`src/rtl/dirwu_pkg.sv`:
```
package dirwu_pkg;

    typedef enum logic [1:0] {
        BLK_INV = 2'd0,
        BLK_SHR = 2'd1,
        BLK_EXC = 2'd2
    } blk_state_e;

    typedef enum logic [3:0] {
        ST_IDLE,
        ST_RD_REQ,
        ST_RD_WAIT,
        ST_DG_REQ,
        ST_DG_WAIT,
        ST_WB,
        ST_REPLY,
        ST_PUT_MEM,
        ST_UPD,
        ST_ACK
    } ctl_state_e;

endpackage

```
`src/rtl/dirwu_lowbit.sv`:
```
module dirwu_lowbit #(
    parameter int W  = 16,
    parameter int IW = $clog2(W)
) (
    input  logic [W-1:0]  vec,
    output logic [IW-1:0] idx
);
    always_comb begin
        idx = '0;
        for (int i = W - 1; i >= 0; i--) begin
            if (vec[i]) idx = IW'(i);
        end
    end
endmodule

```
`src/rtl/dirwu_store.sv`:
```
module dirwu_store
    import dirwu_pkg::*;
#(
    parameter int NODES = 16,
    parameter int SETS  = 16,
    localparam int IDX_W = $clog2(SETS)
) (
    input  logic             clk,
    input  logic             rst_n,
    input  logic [IDX_W-1:0] ra_idx,
    output blk_state_e       ra_state,
    output logic [NODES-1:0] ra_shr,
    input  logic [IDX_W-1:0] rb_idx,
    output logic             rb_amu,
    output logic [NODES-1:0] rb_shr,
    input  logic             we,
    input  logic [IDX_W-1:0] w_idx,
    input  blk_state_e       w_state,
    input  logic             w_amu,
    input  logic [NODES-1:0] w_shr
);
    blk_state_e       st_q  [SETS];
    logic             amu_q [SETS];
    logic [NODES-1:0] shr_q [SETS];

    for (genvar g = 0; g < SETS; g++) begin : g_ent
        always_ff @(posedge clk) begin
            if (!rst_n) begin
                st_q[g]  <= BLK_INV;
                amu_q[g] <= 1'b0;
                shr_q[g] <= '0;
            end else if (we && w_idx == IDX_W'(g)) begin
                st_q[g]  <= w_state;
                amu_q[g] <= w_amu;
                shr_q[g] <= w_shr;
            end
        end
    end

    assign ra_state = st_q[ra_idx];
    assign ra_shr   = shr_q[ra_idx];
    assign rb_amu   = amu_q[rb_idx];
    assign rb_shr   = shr_q[rb_idx];
endmodule

```
`src/rtl/dirwu_top.sv`:
```
module dirwu_top
    import dirwu_pkg::*;
#(
    parameter int NODES         = 16,
    parameter int SETS          = 16,
    parameter int WORDS_PER_BLK = 4,
    parameter int ADDR_W        = 16,
    parameter int DATA_W        = 32,
    localparam int NODE_W = $clog2(NODES),
    localparam int IDX_W  = $clog2(SETS),
    localparam int OFFS_W = $clog2(WORDS_PER_BLK),
    localparam int BLK_W  = ADDR_W - OFFS_W
) (
    input  logic              clk,
    input  logic              rst_n,
    input  logic              req_valid,
    output logic              req_ready,
    input  logic              req_is_put,
    input  logic [ADDR_W-1:0] req_addr,
    input  logic [DATA_W-1:0] req_wdata,
    output logic              rsp_valid,
    output logic              rsp_is_put,
    output logic [DATA_W-1:0] rsp_data,
    input  logic              cpu_valid,
    output logic              cpu_ready,
    input  logic              cpu_excl,
    input  logic [NODE_W-1:0] cpu_node,
    input  logic [BLK_W-1:0]  cpu_blk,
    output logic              mem_req_valid,
    input  logic              mem_req_ready,
    output logic              mem_req_we,
    output logic [ADDR_W-1:0] mem_req_addr,
    output logic [DATA_W-1:0] mem_req_wdata,
    input  logic              mem_rsp_valid,
    input  logic [DATA_W-1:0] mem_rsp_data,
    output logic              dg_valid,
    input  logic              dg_ready,
    output logic [NODE_W-1:0] dg_node,
    output logic [ADDR_W-1:0] dg_addr,
    input  logic              dg_rsp_valid,
    input  logic [DATA_W-1:0] dg_rsp_data,
    output logic              upd_valid,
    input  logic              upd_ready,
    output logic [NODE_W-1:0] upd_node,
    output logic [ADDR_W-1:0] upd_addr,
    output logic [DATA_W-1:0] upd_data
);
    ctl_state_e        st, st_nx;
    logic [ADDR_W-1:0] cur_addr;
    logic [DATA_W-1:0] cur_data;
    logic [NODES-1:0]  pend, pend_low, pend_rest;

    logic [IDX_W-1:0]  ra_idx, cpu_idx;
    blk_state_e        ra_state, w_state;
    logic [NODES-1:0]  ra_shr, rb_shr, w_shr, cpu_oh;
    logic              rb_amu, w_amu, dir_we;
    logic [IDX_W-1:0]  w_idx;
    logic              fsm_we, cpu_fire, put_busy;

    assign ra_idx    = (st == ST_IDLE) ? req_addr[OFFS_W +: IDX_W] : cur_addr[OFFS_W +: IDX_W];
    assign cpu_idx   = cpu_blk[IDX_W-1:0];
    assign cpu_oh    = NODES'(1) << cpu_node;
    assign pend_low  = pend & (~pend + NODES'(1));
    assign pend_rest = pend & ~pend_low;
    assign put_busy  = (st == ST_PUT_MEM) || (st == ST_UPD);

    dirwu_store #(.NODES(NODES), .SETS(SETS)) store_i (
        .clk(clk), .rst_n(rst_n),
        .ra_idx(ra_idx), .ra_state(ra_state), .ra_shr(ra_shr),
        .rb_idx(cpu_idx), .rb_amu(rb_amu), .rb_shr(rb_shr),
        .we(dir_we), .w_idx(w_idx), .w_state(w_state), .w_amu(w_amu), .w_shr(w_shr)
    );

    dirwu_lowbit #(.W(NODES)) pend_pick_i  (.vec(pend),   .idx(upd_node));
    dirwu_lowbit #(.W(NODES)) owner_pick_i (.vec(ra_shr), .idx(dg_node));

    // directory write port: controller has priority by construction of cpu_ready
    assign fsm_we   = (st == ST_IDLE && req_valid && req_is_put) || (st == ST_REPLY);
    assign cpu_fire = cpu_valid && cpu_ready;
    assign dir_we   = fsm_we || cpu_fire;

    always_comb begin
        if (fsm_we) begin
            w_idx   = ra_idx;
            w_state = BLK_SHR;
            w_amu   = 1'b1;
            w_shr   = ra_shr;
        end else if (cpu_excl) begin
            w_idx   = cpu_idx;
            w_state = BLK_EXC;
            w_amu   = 1'b0;
            w_shr   = cpu_oh;
        end else begin
            w_idx   = cpu_idx;
            w_state = BLK_SHR;
            w_amu   = rb_amu;
            w_shr   = rb_shr | cpu_oh;
        end
    end

    // state register
    always_ff @(posedge clk) begin
        if (!rst_n) st <= ST_IDLE;
        else        st <= st_nx;
    end

    always_comb begin
        st_nx = st;
        unique case (st)
            ST_IDLE: if (req_valid) begin
                if (req_is_put)               st_nx = ST_PUT_MEM;
                else if (ra_state == BLK_EXC) st_nx = ST_DG_REQ;
                else                          st_nx = ST_RD_REQ;
            end
            ST_RD_REQ:  if (mem_req_ready) st_nx = ST_RD_WAIT;
            ST_RD_WAIT: if (mem_rsp_valid) st_nx = ST_REPLY;
            ST_DG_REQ:  if (dg_ready)      st_nx = ST_DG_WAIT;
            ST_DG_WAIT: if (dg_rsp_valid)  st_nx = ST_WB;
            ST_WB:      if (mem_req_ready) st_nx = ST_REPLY;
            ST_REPLY:                      st_nx = ST_IDLE;
            ST_PUT_MEM: if (mem_req_ready) st_nx = (pend == '0) ? ST_ACK : ST_UPD;
            ST_UPD:     if (upd_ready && pend_rest == '0) st_nx = ST_ACK;
            ST_ACK:                        st_nx = ST_IDLE;
            default:                       st_nx = ST_IDLE;
        endcase
    end

    // working registers
    always_ff @(posedge clk) begin
        if (!rst_n) begin
            cur_addr <= '0;
            cur_data <= '0;
            pend     <= '0;
        end else begin
            unique case (st)
                ST_IDLE: if (req_valid) begin
                    cur_addr <= req_addr;
                    cur_data <= req_wdata;
                    pend     <= req_is_put ? ra_shr : '0;
                end
                ST_RD_WAIT: if (mem_rsp_valid) cur_data <= mem_rsp_data;
                ST_DG_WAIT: if (dg_rsp_valid)  cur_data <= dg_rsp_data;
                ST_UPD:     if (upd_ready)     pend     <= pend_rest;
                default: ;
            endcase
        end
    end

    // outputs
    always_comb begin
        req_ready     = (st == ST_IDLE);
        cpu_ready     = (st == ST_IDLE && !req_valid) ||
                        (put_busy && cpu_blk != cur_addr[ADDR_W-1:OFFS_W]);
        mem_req_valid = (st == ST_RD_REQ) || (st == ST_WB) || (st == ST_PUT_MEM);
        mem_req_we    = (st == ST_WB) || (st == ST_PUT_MEM);
        mem_req_addr  = cur_addr;
        mem_req_wdata = cur_data;
        dg_valid      = (st == ST_DG_REQ);
        dg_addr       = cur_addr;
        upd_valid     = (st == ST_UPD);
        upd_addr      = cur_addr;
        upd_data      = cur_data;
        rsp_valid     = (st == ST_REPLY) || (st == ST_ACK);
        rsp_is_put    = (st == ST_ACK);
        rsp_data      = cur_data;
    end
endmodule

```
`config.mk`:
```
export PLATFORM = sky130hd
export DESIGN_NAME = dirwu_top
export DESIGN_NICKNAME = d
export VERILOG_FILES = /design/src/rtl/dirwu_pkg.sv /design/src/rtl/dirwu_lowbit.sv /design/src/rtl/dirwu_store.sv /design/src/rtl/dirwu_top.sv
export SDC_FILE = /design/constraint.sdc
export NUM_CORES = 1
export LEC_CHECK = 0
export BUFFER_PORTS_ARGS = -buffer_cell sky130_fd_sc_hd__buf_4
export CORE_UTILIZATION = 40
export DETAILED_ROUTE_END_ITERATION = 12
export HOLD_SLACK_MARGIN = 0.15
export SKIP_CTS_REPAIR_TIMING = 1
export SYNTH_ARGS = -nofsm -noshare
export SYNTH_HDL_FRONTEND = slang
export SYNTH_SLANG_ARGS = --single-unit
export TNS_END_PERCENT = 30
```
`constraint.sdc`:
```
create_clock -name clk -period 5 [get_ports clk]
set_clock_uncertainty 0.2 [all_clocks]
set_input_delay 0 -clock clk [delete_from_list [all_inputs] [get_ports clk]]
set_output_delay 0 -clock clk [all_outputs]
set_load 0.05 [all_outputs]
```
; ---- After elaboration in Yosys (flattened, before gate mapping)
; Memory sizes are Yosys's and may differ from the RTL's.
; Cells that the tools add are included.
; Widths: inputs -> output; s select.
[totals]
mem_count = 2
mem_bits_rw = 288
register_bits = 68
elab_cells = 260
input_bits = 141
out_inout_bits = 160
[memory_table]
columns = memory, depth, width, rd, rd_ports_with_merged_regs, wr, line_no
row1 = store_i.shr_q, 16, 16, 2, 0, 16, dirwu_store.sv:24  ; logic [NODES-1:0] shr_q [SETS];
row2 = store_i.st_q, 16, 2, 1, 0, 16, dirwu_store.sv:22  ; blk_state_e st_q [SETS];
[classes]
add_sub_neg = 1
bitwise_logic = 37
n_mux = 139
reduce_logical = 41
n_eq_ne = 35
shifts = 1
[ops]
columns = cell, count
row1 = $mux 16, 21
row2 = $mux 4, 42
row3 = $mux 32, 3
row4 = $pmux 32 s3, 1
row5 = $mux 1, 50
row6 = $eq 4x4->1 const B, 10
row7 = $mux 2, 19
row8 = $and 16x16->16, 2
row9 = $eq 4x3->1 const B, 8
row10 = $logic_not 16->1, 2
row11 = $not 16->16, 2
row12 = $or 1x1->1, 32
row13 = $pmux 16 s2, 1
row14 = $pmux 4 s8, 1
row15 = $logic_and 1x1->1, 22
row16 = $add 16x1->16 const B, 1
row17 = $eq 4x2->1 const B, 4
row18 = $or 16x16->16, 1
row19 = $shl 1x4->16 const A, 1
row20 = $ne 14x14->1, 1
row21 = $ne 2x2->1 const B, 6
row22 = $eq 4x1->1 const B, 2
row23 = $logic_not 4->1, 2
row24 = $logic_or 1x1->1, 8
row25 = 10 further kinds, 12

; ---- Logic depth before layout (Yosys ltp)
; An unclocked memory read counts as a cell.
[logic_depth]
depth_word = 19
depth_mapped = 16
ltp_nobuf = 11

; ---- Hierarchy
; A second synthesis with hierarchy kept.
[hier_totals]
cells_unflattened = 1668
area_unflattened_um2 = 20756.2
[by_module_without_submodules]
columns = module, instances, seq_area_each_um2, area_each_um2, cells_each
row1 = dirwu_store, 1, 9118.7, 15582.4, 994
row2 = dirwu_top, 1, 1361.3, 4815.9, 612
row3 = dirwu_lowbit, 2, 0.0, 178.9, 31

; ---- Least setup slack after synthesis
; OpenSTA, ideal clock, no wires.
[synth_timing]
path_type = flip-flop to flip-flop
startpoint = register st[2]
endpoint = memory store_i.shr_q[6][0] (enable)
required_ns = 4.382
period_less_slack_ns = 4.442
setup_slack_ns = 0.558
setup_ns = 0.418
path_buffers = 1
t_arrival_ns = 3.824
stages_incl_launch_ff = 8
cell_sequence = dfxtp_1 -> buf_4 -> nor2_2 -> nand2_2 -> o21ai_0 -> nand3_1 -> o21a_1 -> o21ai_0
[synth_rtl]
columns = item, line_no
row1 = "start, declared", dirwu_top.sv:48  ; ctl_state_e st, st_nx;
row2 = "start signal, assigned", dirwu_top.sv:104  ; else st <= st_nx;
row3 = "end, declared", dirwu_store.sv:24

; ---- Worst setup path in the final report
[layout_timing]
startpoint = register st[1]
endpoint = output dg_node[2]
[layout_via]
elab_chain_len = 19
[layout_rtl]
columns = item, line_no
row1 = $logic_not 4->1 (*), dirwu_top.sv:60  ; assign ra_idx = (st == ST_IDLE) ? req_addr[OFFS_W +: IDX_W] : cur_addr[OFFS_W +: IDX_W];
row2 = $mux 4 (*), dirwu_top.sv:60
row3 = $mem_v2 16x16 (*), --
row4 = $mux 4 (15 in series), dirwu_lowbit.sv:11  ; if (vec[i]) idx = IW'(i);
row5 = $mux 4 (*), dirwu_lowbit.sv:11
row6 = "end, declared", dirwu_top.sv:38  ; output logic [NODE_W-1:0] dg_node,
; Every way passes the cells marked *; elsewhere a longest branch is shown, timed or not.

==> results.py <==
metrics = {
    "clock_network": {
        "cts.clk_slew.worst_paths_ns": 0.06,
        "insertion_delay_ns": 0.57,
        "clockBufferDepth": 3,
        "cts.sinks": 356,
        "numCtsBuffers": 39,
        "htreeDepth": 2,
        "cts_tree": "done",
        "clock-root-buffer": "clkbuf_16",
    },
    "grt": {
        "grt_antenna_before_repair": 1,
        "grt_start_max_net_pins": 68,
        "first_global_vias": 15700,
        "grt_pass1_wl_um": 106000,
        "grt_usage_pct": 28.7,
        "grt.overflow.total": 0,
    },
    "sta": {
        "setup_tns_ns": 0,
        "max_slew_margin_pct": 10.0,
        "hold_viol": 0,
        "report.final.slew_viol_count": 0,
        "finalWorstSetupSlack_ns": 0.227,
        "min_period_ns": 4.77,
        "rsz0062_at_grt": "false",
        "max_freq_mhz": 210,
        "worst_pin_slew_ns": 1.34,
        "setup_viol": 0,
        "min_period_over_period_pct": 95.5,
    },
    "cells_and_area": {
        "final_nets": 2338,
        "final.fill_count": 4304,
        "drive_gt1_share_pct": 26.7,
        "antenna_cells": 0,
        "syn2layout_area_growth_pct": 26.5,
        "finalInstanceArea_mm2": 0.0250,
        "final_common_cell": "buf_4",
        "fin_util_pct": 51.2,
        "layout_common_cells": "380 x buf_4, 321 x nor2_1, 288 x edfxtp_1",
        "regArea_mm2": 0.0100,
        "multi_input_area_mm2": 0.00844,
    },
    "logic_synthesis": {
        "yosys_register_bits": 356,
        "synth_nets": 2001,
        "syn-cell-area_mm2": 0.0198,
        "synth_top_flop_cell": "edfxtp_1",
        "synth-async-reset-ratio_pct": 0,
        "synthDistinctLibCells": 77,
        "synth_edf_count": 288,
        "ys.warnings.count": 0,
        "synth_area_leaders": "edfxtp_1 44%, mux4_2 10%, dfxtp_1 6.9%",
        "synth_area_per_cell_um2": 10.6,
        "syn_inst": 1860,
        "ys_seq_area_share_pct": 50.6,
        "synth_top_cell_area_share_pct": 43.7,
        "synth_top_area_cell": "edfxtp_1",
    },
    "detailed_routing": {
        "drt_iter0_drc": 2107,
        "drc": 0,
        "detail_route.wl_per_cell_um": 26.3,
        "firstDrtPassIters": 6,
        "route.antenna.remaining_nets": 0,
        "via_count": 17200,
        "drt-total-wl_um": 76000,
        "viasPerCell": 5.95,
    },
    "die": {
        "die_y_um": 224,
        "rows": 81,
        "core_mm2": 0.0488,
        "io_pins": 301,
        "die_width_um": 224,
        "die_area_mm2": 0.0504,
        "start_util_pct": 40.5,
    },
    "power_and_ir_drop": {
        "power_per_cell_area_mw_per_mm2": 594,
        "p_leak_nw": 9.83,
        "vdd_drop_max_mv": 0.318,
        "finalPower_w": 0.0149,
    },
    "critical_path": {
        "endpoint_kind": "output port",
        "path_cells": "nor2_2 -> nand2_2 -> inv_4 -> mux2_2 -> nor2_4 -> buf_4 -> a31oi_1 -> and3_1 -> a221oi_2 -> nand3_1 -> or3_1 -> a21oi_1 -> buf_4",
        "worstSetupPathType": "reg2out",
        "cp_slowest_cell": "mux2_2",
        "critical_path_required_ns": 4.80,
        "crit_top_cell": "buf_4",
        "critPathMaxFanout": 17,
        "path_buf_inv": 3,
        "max_stage_delay_ns": 0.54,
        "cp.arrival_ns": 4.57,
        "cp_top_family": "simple AND/OR/NAND/NOR gates",
        "cp-start-kind": "register",
    },
    "place": {
        "post-place-ws_ns": 0.863,
        "gp_congestion": 0.936,
        "dpl_cell_area_mm2": 0.0223,
        "detailed_place_hpwl_um": 49700,
        "io_buffers": 300,
    },
    "flow_run": {
        "drv_cap": 0,
    },
    "hold_path": {
        "hold_path.class": "in2reg",
    },
    "status": {
        "status": "complete, no violations",
    },
}
[state kept, by name (all words and copies together), names as in the netlist]
register       cells
store_i.shr_q    256
mem_req_wdata     32
store_i.st_q      32
dg_addr           16
pend              16
st                 4
[synthesized netlist by cell type (all sizes together) (12+ instances only)]
master,number
a211oi,13
a21boi,19
a21oi,56
a22oi,47
a31oi,15
a32oi,17
and2,12
buf,163
clkbuf,70
dfxtp,68
edfxtp,288
inv,17
mux2i,31
mux4,90
nand2,272
nand3,87
nor2,336
nor2b,17
o211a,35
o21ai,52
[layout make-up]
type                       count  area share [%]
clock buffer                  54            4.43
clock inverter                17           0.630
inverter                      19           0.295
multi-input combinational   1252            33.7
sequential                   356            40.0
tap                          664            3.32
timing repair buffer         529            17.6
[worst paths after layout]
kind | from | to | slack, ns | cells after the start
min reg2reg | mem_req_wdata[4] | mem_req_wdata[4] | 0.36 | 1
min | cpu_valid | store_i.shr_q[1][11] | 0.12 | 6
max | st[1] | dg_node[2] | 0.23 | 13
max reg2reg | st[1] | st[0] | 0.66 | 12
[through the flow]
step                      hold slack [ns]  std cells
after floorplan                   -0.0551       1860
after global placement             0.0642       2677
after detailed placement           0.0727       2677
after CTS                          -0.525       2748
after global routing                0.167       2891
final                               0.118       2891
[per-layer routing]
layer  part of all wire [%]  global-route usage [%]  routed length (um)
met3                     11                    6.62                8460
met5                  0.022                       0                  17
met2                     46                    46.2               35400
met4                    4.8                    13.8                3680
met1                     38                    36.6               28500
[cell families after synthesis]
group	synth area share (%)
AND/OR/NAND/NOR	17.2
flip-flops	50.6
AO/OA/AOI/OAI	11.6
buffers and inverters	7.53
multiplexers	12.3
XOR/XNOR	0.620
adder cells (fa/ha/maj)	0.152
[power breakdown]
| group | switching, W | internal, W |
|---|---|---|
| registers | 0.000372 | 0.00357 |
| clock network | 0.00123 | 0.00171 |
| logic | 0.00542 | 0.00259 |
| total | 0.00702 | 0.00786 |
[worst min-delay path, stage by stage]
cell and delay (ns):
buf_4 0.14, nand2_1 0.10, o32ai_1 0.15, nand2_1 0.12, buf_4 0.16, nor2_1 0.04
(Power assumes the default switching activity.)
